$ cat src/rtl/wdog_pkg.sv
// Package: shared state encoding and the start-wait ladder for the watchdog.
// Assumes the ladder base and top code are passed in by the user modules.
package wdog_pkg;

    typedef enum logic [1:0] {
        ST_WAIT  = 2'd0,   // initial wait or disabled
        ST_RUN   = 2'd1,   // counting the timeout period
        ST_PULSE = 2'd2,   // driving the reset-request pulse
        ST_HOLD  = 2'd3    // expired, silent until the next kick
    } wd_state_t;

    // Clamp a select code to the highest ladder step.
    function automatic int unsigned clamp_code(input int unsigned code,
                                               input int unsigned max_code);
        return (code > max_code) ? max_code : code;
    endfunction

endpackage

$ cat src/rtl/wdog_sync_edge.sv
// Module: brings the asynchronous watchdog pin into the clock domain and
// flags every change of level (both directions) as a one-cycle pulse.
// Assumes STAGES >= 2. A change applied before clock edge k is reported
// in the cycle between edges k+STAGES-1 and k+STAGES.
module wdog_sync_edge #(
    parameter int STAGES = 2
) (
    input  logic clk,
    input  logic rst_n,
    input  logic async_in,
    output logic change_o
);

    logic [STAGES-1:0] sync_q;
    logic              last_q;

    // Shift the pin through the synchronizer and keep one older copy.
    always_ff @(posedge clk) begin
        if (!rst_n) begin
            sync_q <= '0;
            last_q <= 1'b0;
        end else begin
            sync_q <= {sync_q[STAGES-2:0], async_in};
            last_q <= sync_q[STAGES-1];
        end
    end

    // Any difference between the settled sample and its predecessor is a kick.
    always_comb change_o = sync_q[STAGES-1] ^ last_q;

endmodule

$ cat src/rtl/wdog_start_delay.sv
// Module: times the initial wait after reset or enable. The wait length
// follows a doubling ladder picked by a select code; code 0 means no wait.
// wait_over is high from the clock that takes the last wait tick onward,
// so the timer can leave its wait state on that same edge.
// Assumes clear is held high whenever supervision is disabled.
module wdog_start_delay #(
    parameter int SEL_W    = 4,
    parameter int BASE     = 100,
    parameter int MAX_CODE = 9
) (
    input  logic             clk,
    input  logic             rst_n,
    input  logic             clear,
    input  logic             tick,
    input  logic [SEL_W-1:0] sel,
    output logic             wait_over
);
    import wdog_pkg::*;

    localparam int LONGEST = BASE << (MAX_CODE - 1);
    localparam int LIM_W   = $clog2(LONGEST + 1);

    logic [LIM_W-1:0] limit;
    logic [LIM_W-1:0] cnt_q;
    logic             done_q;
    logic             finish_now;
    int unsigned      code_c;

    // Map the select code to a wait length in ticks.
    always_comb begin
        code_c = clamp_code(int'(sel), MAX_CODE);
        if (code_c == 0)
            limit = '0;
        else
            limit = LIM_W'(BASE) << (code_c - 1);
    end

    // The wait ends now if there is none, or if the last tick arrives.
    always_comb finish_now = !done_q &&
                             ((limit == '0) || (tick && (cnt_q == limit - LIM_W'(1))));

    // Count wait ticks and latch completion.
    always_ff @(posedge clk) begin
        if (!rst_n || clear) begin
            cnt_q  <= '0;
            done_q <= 1'b0;
        end else if (finish_now) begin
            done_q <= 1'b1;
        end else if (!done_q && tick) begin
            cnt_q <= cnt_q + LIM_W'(1);
        end
    end

    always_comb wait_over = done_q | finish_now;

    // the wait can only end on a tick, or at once for a zero-length wait.
    assert_wait_ends_on_tick_R9: assert property (@(posedge clk) disable iff (!rst_n)
        $rose(done_q) |-> ($past(tick) || ($past(limit) == '0)));

endmodule

$ cat src/rtl/wdog_expiry_core.sv
// Module: timeout counter and pulse generator. It counts ticks since the
// last kick, pulses for PULSE_TICKS ticks at expiry, then holds silent
// until a kick re-arms it. A kick in the same cycle as a tick wins.
// Assumes go stays high once raised until clear is asserted.
module wdog_expiry_core #(
    parameter int PERIOD_W    = 18,
    parameter int PULSE_TICKS = 1
) (
    input  logic                clk,
    input  logic                rst_n,
    input  logic                clear,
    input  logic                go,
    input  logic                tick,
    input  logic                kick,
    input  logic [PERIOD_W-1:0] period,
    output logic                pulse_o,
    output logic                live_o
);
    import wdog_pkg::*;

    localparam int PC_W = (PULSE_TICKS > 1) ? $clog2(PULSE_TICKS) : 1;

    wd_state_t           state_q;
    logic [PERIOD_W-1:0] cnt_q;
    logic [PERIOD_W-1:0] eff_period;
    logic [PERIOD_W-1:0] cnt_inc;
    logic [PC_W-1:0]     pcnt_q;

    // A zero period is treated as one tick.
    always_comb begin
        eff_period = (period == '0) ? PERIOD_W'(1) : period;
        cnt_inc    = cnt_q + PERIOD_W'(1);
    end

    // Main sequence: wait -> run -> pulse -> hold, with kick re-arming.
    always_ff @(posedge clk) begin
        if (!rst_n || clear) begin
            state_q <= ST_WAIT;
            cnt_q   <= '0;
            pcnt_q  <= '0;
        end else begin
            unique case (state_q)
                ST_WAIT: begin
                    cnt_q <= '0;
                    if (go) state_q <= ST_RUN;
                end
                ST_RUN: begin
                    if (kick) begin
                        cnt_q <= '0;
                    end else if (tick) begin
                        if (cnt_inc >= eff_period) begin
                            state_q <= ST_PULSE;
                            cnt_q   <= '0;
                            pcnt_q  <= '0;
                        end else begin
                            cnt_q <= cnt_inc;
                        end
                    end
                end
                ST_PULSE: begin
                    if (kick) begin
                        state_q <= ST_RUN;
                        cnt_q   <= '0;
                    end else if (tick) begin
                        if (pcnt_q == PC_W'(PULSE_TICKS - 1))
                            state_q <= ST_HOLD;
                        else
                            pcnt_q <= pcnt_q + PC_W'(1);
                    end
                end
                ST_HOLD: begin
                    if (kick) begin
                        state_q <= ST_RUN;
                        cnt_q   <= '0;
                    end
                end
                default: state_q <= ST_WAIT;
            endcase
        end
    end

    // Outputs follow the registered state only.
    always_comb begin
        pulse_o = (state_q == ST_PULSE);
        live_o  = (state_q != ST_WAIT);
    end

    // a pulse starts only after a tick that carried no kick.
    assert_rise_after_clean_tick_R3: assert property (@(posedge clk) disable iff (!rst_n)
        $rose(pulse_o) |-> ($past(tick) && !$past(kick)));

    // a kick while running restarts the count from zero.
    assert_kick_restarts_R5: assert property (@(posedge clk) disable iff (!rst_n)
        (state_q == ST_RUN && kick && !clear) |=> (state_q == ST_RUN && cnt_q == '0));

    // once expired, no pulse appears without a kick.
    assert_hold_silent_R7: assert property (@(posedge clk) disable iff (!rst_n)
        (state_q == ST_HOLD && !kick && !clear) |=> !pulse_o);

endmodule

$ cat src/rtl/wdog_supervisor.sv
// Module: top of the watchdog. It joins the pin synchronizer, the
// start-wait timer and the expiry core. A kick is a pin change or a
// command strobe. Assumes tick_1ms is a one-cycle pulse per millisecond.
module wdog_supervisor #(
    parameter int PERIOD_W       = 18,
    parameter int SEL_W          = 4,
    parameter int DELAY_BASE     = 100,
    parameter int DELAY_MAX_CODE = 9,
    parameter int PULSE_TICKS    = 1,
    parameter int SYNC_STAGES    = 2
) (
    input  logic                clk,
    input  logic                rst_n,
    input  logic                tick_1ms,
    input  logic                wdi,
    input  logic                kick_cmd,
    input  logic                enable,
    input  logic [PERIOD_W-1:0] period_ms,
    input  logic [SEL_W-1:0]    delay_sel,
    output logic                wdo,
    output logic                monitor_active
);

    logic pin_change;
    logic kick_any;
    logic wait_over;
    logic clear;

    // Disabling the block clears every stage.
    always_comb begin
        clear    = !enable;
        kick_any = pin_change | kick_cmd;
    end

    wdog_sync_edge #(.STAGES(SYNC_STAGES)) u_sync (
        .clk      (clk),
        .rst_n    (rst_n),
        .async_in (wdi),
        .change_o (pin_change)
    );

    wdog_start_delay #(
        .SEL_W    (SEL_W),
        .BASE     (DELAY_BASE),
        .MAX_CODE (DELAY_MAX_CODE)
    ) u_delay (
        .clk       (clk),
        .rst_n     (rst_n),
        .clear     (clear),
        .tick      (tick_1ms),
        .sel       (delay_sel),
        .wait_over (wait_over)
    );

    wdog_expiry_core #(
        .PERIOD_W    (PERIOD_W),
        .PULSE_TICKS (PULSE_TICKS)
    ) u_core (
        .clk     (clk),
        .rst_n   (rst_n),
        .clear   (clear),
        .go      (wait_over),
        .tick    (tick_1ms),
        .kick    (kick_any),
        .period  (period_ms),
        .pulse_o (wdo),
        .live_o  (monitor_active)
    );

    // a low enable silences both outputs on the next clock.
    assert_disable_clears_R11: assert property (@(posedge clk) disable iff (!rst_n)
        !enable |=> (!wdo && !monitor_active));

    // supervision only becomes live while enabled.
    assert_live_needs_enable_R2: assert property (@(posedge clk) disable iff (!rst_n)
        $rose(monitor_active) |-> $past(enable));

endmodule

$ cat config.mk
export PLATFORM = sky130hd
export DESIGN_NAME = wdog_supervisor
export DESIGN_NICKNAME = d
export VERILOG_FILES = /design/src/rtl/wdog_pkg.sv /design/src/rtl/wdog_sync_edge.sv /design/src/rtl/wdog_start_delay.sv /design/src/rtl/wdog_expiry_core.sv /design/src/rtl/wdog_supervisor.sv
export SDC_FILE = /design/constraint.sdc
export NUM_CORES = 1
export LEC_CHECK = 0
export CORE_ASPECT_RATIO = 0.6
export CORE_MARGIN = 8
export CORE_UTILIZATION = 61
export CTS_BUF_LIST = sky130_fd_sc_hd__clkbuf_4 sky130_fd_sc_hd__clkbuf_8
export CTS_CLUSTER_SIZE = 10
export DETAILED_ROUTE_END_ITERATION = 12
export PLACE_DENSITY = 0.92
export SLEW_MARGIN = 10
export SYNTH_ARGS = -nofsm -noshare
export SYNTH_HDL_FRONTEND = slang
export SYNTH_SLANG_ARGS = --single-unit
$ cat constraint.sdc
create_clock -name clk -period 5.23 [get_ports clk]
set_input_delay 0.7845 -clock clk [delete_from_list [all_inputs] [get_ports clk]]
set_output_delay 0.7845 -clock clk [all_outputs]
set_load 0.01 [all_outputs]
==> results_dict.tcl <==
set metrics [dict create \
    outcome "finished clean" \
    routed_wl_um 10000 \
    grt_setup_unrepaired "no" \
    grt_pass1_vias 3336 \
    dr.pass1.iters 5 \
    timing.fmax_mhz 205 \
    setup-tns-final_ns 0 \
    area_delta_synth_final_pct 12.8 \
    period_share_pct 93.2 \
    dp_hpwl_um 7830 \
    pwr-share-comb_pct 34.9 \
    mostFrequentLayoutCell "dfxtp_1" \
    drive_gt1_share_pct 9.88 \
    synthesis.area_um2 3660 \
    post_cts_resized 0 \
    placed_cells 573 \
    synth_cells 467 \
    hold_end "u_sync.sync_q[1]" \
    start_util_pct 61.6 \
    clk_pin_slew_worst_paths_ns 0.08 \
    async_flop_share_pct 0 \
    fillCellCount 463 \
    fp.dieArea_um2 8820 \
    grt_pass1_wl_um 16400 \
    worstReg2RegStart "u_core.cnt_q[0]" \
    cts_sinks 39 \
    ys_ff_latch 39 \
    swShare_pct 33.9 \
    p_clk_share_pct 26.5 \
    cts_tree "yes" \
    r2r_slack_ns 0.53 \
    grt_max_degree 28 \
    end_kind "flop" \
    grt.overflow.total 0 \
    root_buffer "clkbuf_8" \
    synth_nets 525 \
    clockBufferDepth 2 \
    crit_required_ns 5.41 \
    finalCriticalPeriod_ns 4.87 \
    io_pins 30 \
    power.switching_w 0.000267 \
    leakagePower_nw 1.73 \
    final_cell_mix "dfxtp_1 (39), nor2_1 (38), a21oi_1 (36)" \
    setup_viol 0 \
    final_area_um2 4130 \
    gp_congestion 0.995 \
    cts_buffers 5 \
    r2r_end "u_core.cnt_q[6]" \
    slew_violations 0 \
    nets 554 \
    placed_area_um2 4040 \
    worstMarginPinSlew_ns 0.982 \
    hp-class "flop to flop" \
    critPathKind "input port to flop" \
    hold_path_depth 1 \
    avgRoutedWirePerCell_um 17.2 \
    antenna_cells 0 \
    vias 3724 \
    postCtsSetupRepairBufs 0 \
    ys.flop_type "dfxtp_1" \
    clk_latency_ns 0.29 \
    core_area_um2 5950 \
    power_density_nw_per_um2 190 \
    fin_skew_ns 0.00664 \
    synth-edff-count 0 \
    drc 0 \
    maxCapViolCount 0 \
    reg2reg_depth 17 \
    start_kind "input port" \
    hold_viol_final 0 \
    ir_drop_mv 0.125 \
    antenna_found_initial 0 \
    port_buffers 29 \
    cp.arrival_ns 5.05 \
    pwr-share-seq_pct 38.6 \
    drt_iter0_drc 373 \
    slew_headroom_pct 34.4 \
    p_int_w 0.000520 \
    cp_max_fo 14 \
    yosysUniqueCellTypes 76 \
    seq_area_frac_synth_pct 21.3 \
    avgViaCountPerCell 6.42 \
    fin_cells 580 \
    ys.warnings.count 0 \
    die_h_um 76 \
    min_from "u_sync.sync_q[0]" \
    grt_use_total_pct 22.4 \
    drtAntennaViolNets 0 \
    die_x_um 116 \
    num_rows 22 \
    cts.htree.levels 2 \
    hold_buffers 0 \
    syn_avg_cell_area_um2 7.84 \
]
==> worst max-delay path, cell delays in order <==
cell,delay [ns]
clkdlybuf4s50_1,0.50
o21ai_2,0.19
nand2_1,0.08
inv_1,0.08
ha_1,0.46
nor2_1,0.24
o21ai_0,0.42
a211oi_1,0.19
a21oi_2,0.26
nand3_2,0.13
or4_4,0.56
a2111oi_4,0.48
and2_4,0.33
and4b_1,0.23
mux2i_1,0.11
==> metrics by stage <==
step | power, W | setup WS (ns) | hold WS (ns) | util [%]
6_report | 0.000787 | 0.358 | 0.447 | 69.4
4_1_cts | 0.000779 | 0.481 | 0.444 | 69.4
2_1_floorplan | 0.000496 | 1.03 | 0.412 | -
5_1_grt | 0.000823 | 0.0719 | 0.489 | 69.4
3_3_place_gp | 0.000569 | 0.257 | 0.418 | 68.0
3_5_place_dp | 0.000574 | 0.179 | 0.426 | 68.0
==> final cells by class <==
| class | instances | area (um^2) | area share (%) |
|---|---|---|---|
| tap | 84 | 105 | 2.55 |
| timing repair buffer | 44 | 403 | 9.76 |
| inverter | 35 | 131 | 3.18 |
| clock buffer | 6 | 82.6 | 2.00 |
| sequential | 39 | 781 | 18.9 |
| clock inverter | 1 | 5.00 | 0.121 |
| multi-input combinational | 371 | 2620 | 63.5 |
==> registers in the layout (all words and copies together), names as in the netlist <==
register and count:
u_sync.last_q 1, u_core.cnt_q 18, u_sync.sync_q 2, u_delay.cnt_q 15, u_delay.done_q 1, u_core.state_q 2
==> worst max-delay path by stage <==
stage	start	cells after the start	slack (ns)	endpoint
final	delay_sel[1]	15	0.36	u_delay.cnt_q[12]
after global routing	delay_sel[1]	17	0.07	u_delay.cnt_q[10]
after CTS	delay_sel[1]	16	0.48	u_delay.cnt_q[12]
after detailed placement	delay_sel[1]	16	0.18	u_delay.cnt_q[12]
after global placement	delay_sel[1]	15	0.26	u_delay.cnt_q[12]
after floorplan	delay_sel[2]	17	1.03	u_delay.cnt_q[12]
==> power by group through the flow <==
stage | Combinational [W] | Clock, W | Sequential, W
2_1_floorplan | 0.000186 | 0 | 0.000310
3_3_place_gp | 0.000258 | 0 | 0.000310
4_1_cts | 0.000266 | 0.000209 | 0.000304
6_report | 0.000274 | 0.000208 | 0.000304
5_1_grt | 0.000294 | 0.000225 | 0.000304
3_5_place_dp | 0.000264 | 0 | 0.000311
==> metal layers <==
layer | vias up | global-route usage, % | wire (um)
met2 | 233 | 30.6 | 4030
met1 | 1737 | 33.5 | 4750
li1 | 1745 | - | -
met4 | 0 | 3.47 | 57
met3 | 9 | 6.96 | 1170
met5 | - | 0 | 0
==> cell families (layout without fill, tap and decap cells) <==
logic type / Yosys count / count (layout) / synth area share (%)
and+or+nand+nor: 174 / 174 / 25.7
DFF: 39 / 39 / 21.3
adders and majority gates: 30 / 30 / 10.3
xor gates and xnor gates: 34 / 34 / 8.72
AOI/OAI and AO/OA: 127 / 127 / 25.2
muxes: 6 / 6 / 1.68
buffers and inverters: 57 / 86 / 7.04
==> synthesized netlist by cell type (6+ instances only) <==
cell type | instances | area, um^2
and2_1 | 7 | 43.8
nand4_1 | 6 | 37.5
nand3_1 | 19 | 95.1
ha_1 | 30 | 375
xnor2_1 | 16 | 140
nor4_1 | 8 | 50.1
nand3b_1 | 10 | 75.1
dfxtp_1 | 39 | 781
a22oi_1 | 8 | 60.1
o21ai_0 | 18 | 90.1
a21o_1 | 9 | 67.6
and3_1 | 14 | 87.6
nor2_1 | 38 | 143
inv_1 | 35 | 131
nor2b_1 | 6 | 37.5
nor3_1 | 6 | 30.0
clkbuf_1 | 13 | 48.8
nand2_1 | 30 | 113
a21oi_1 | 36 | 180
nand2b_1 | 8 | 50.1
xor2_1 | 16 | 140
Power figures use the tool's default switching activity.
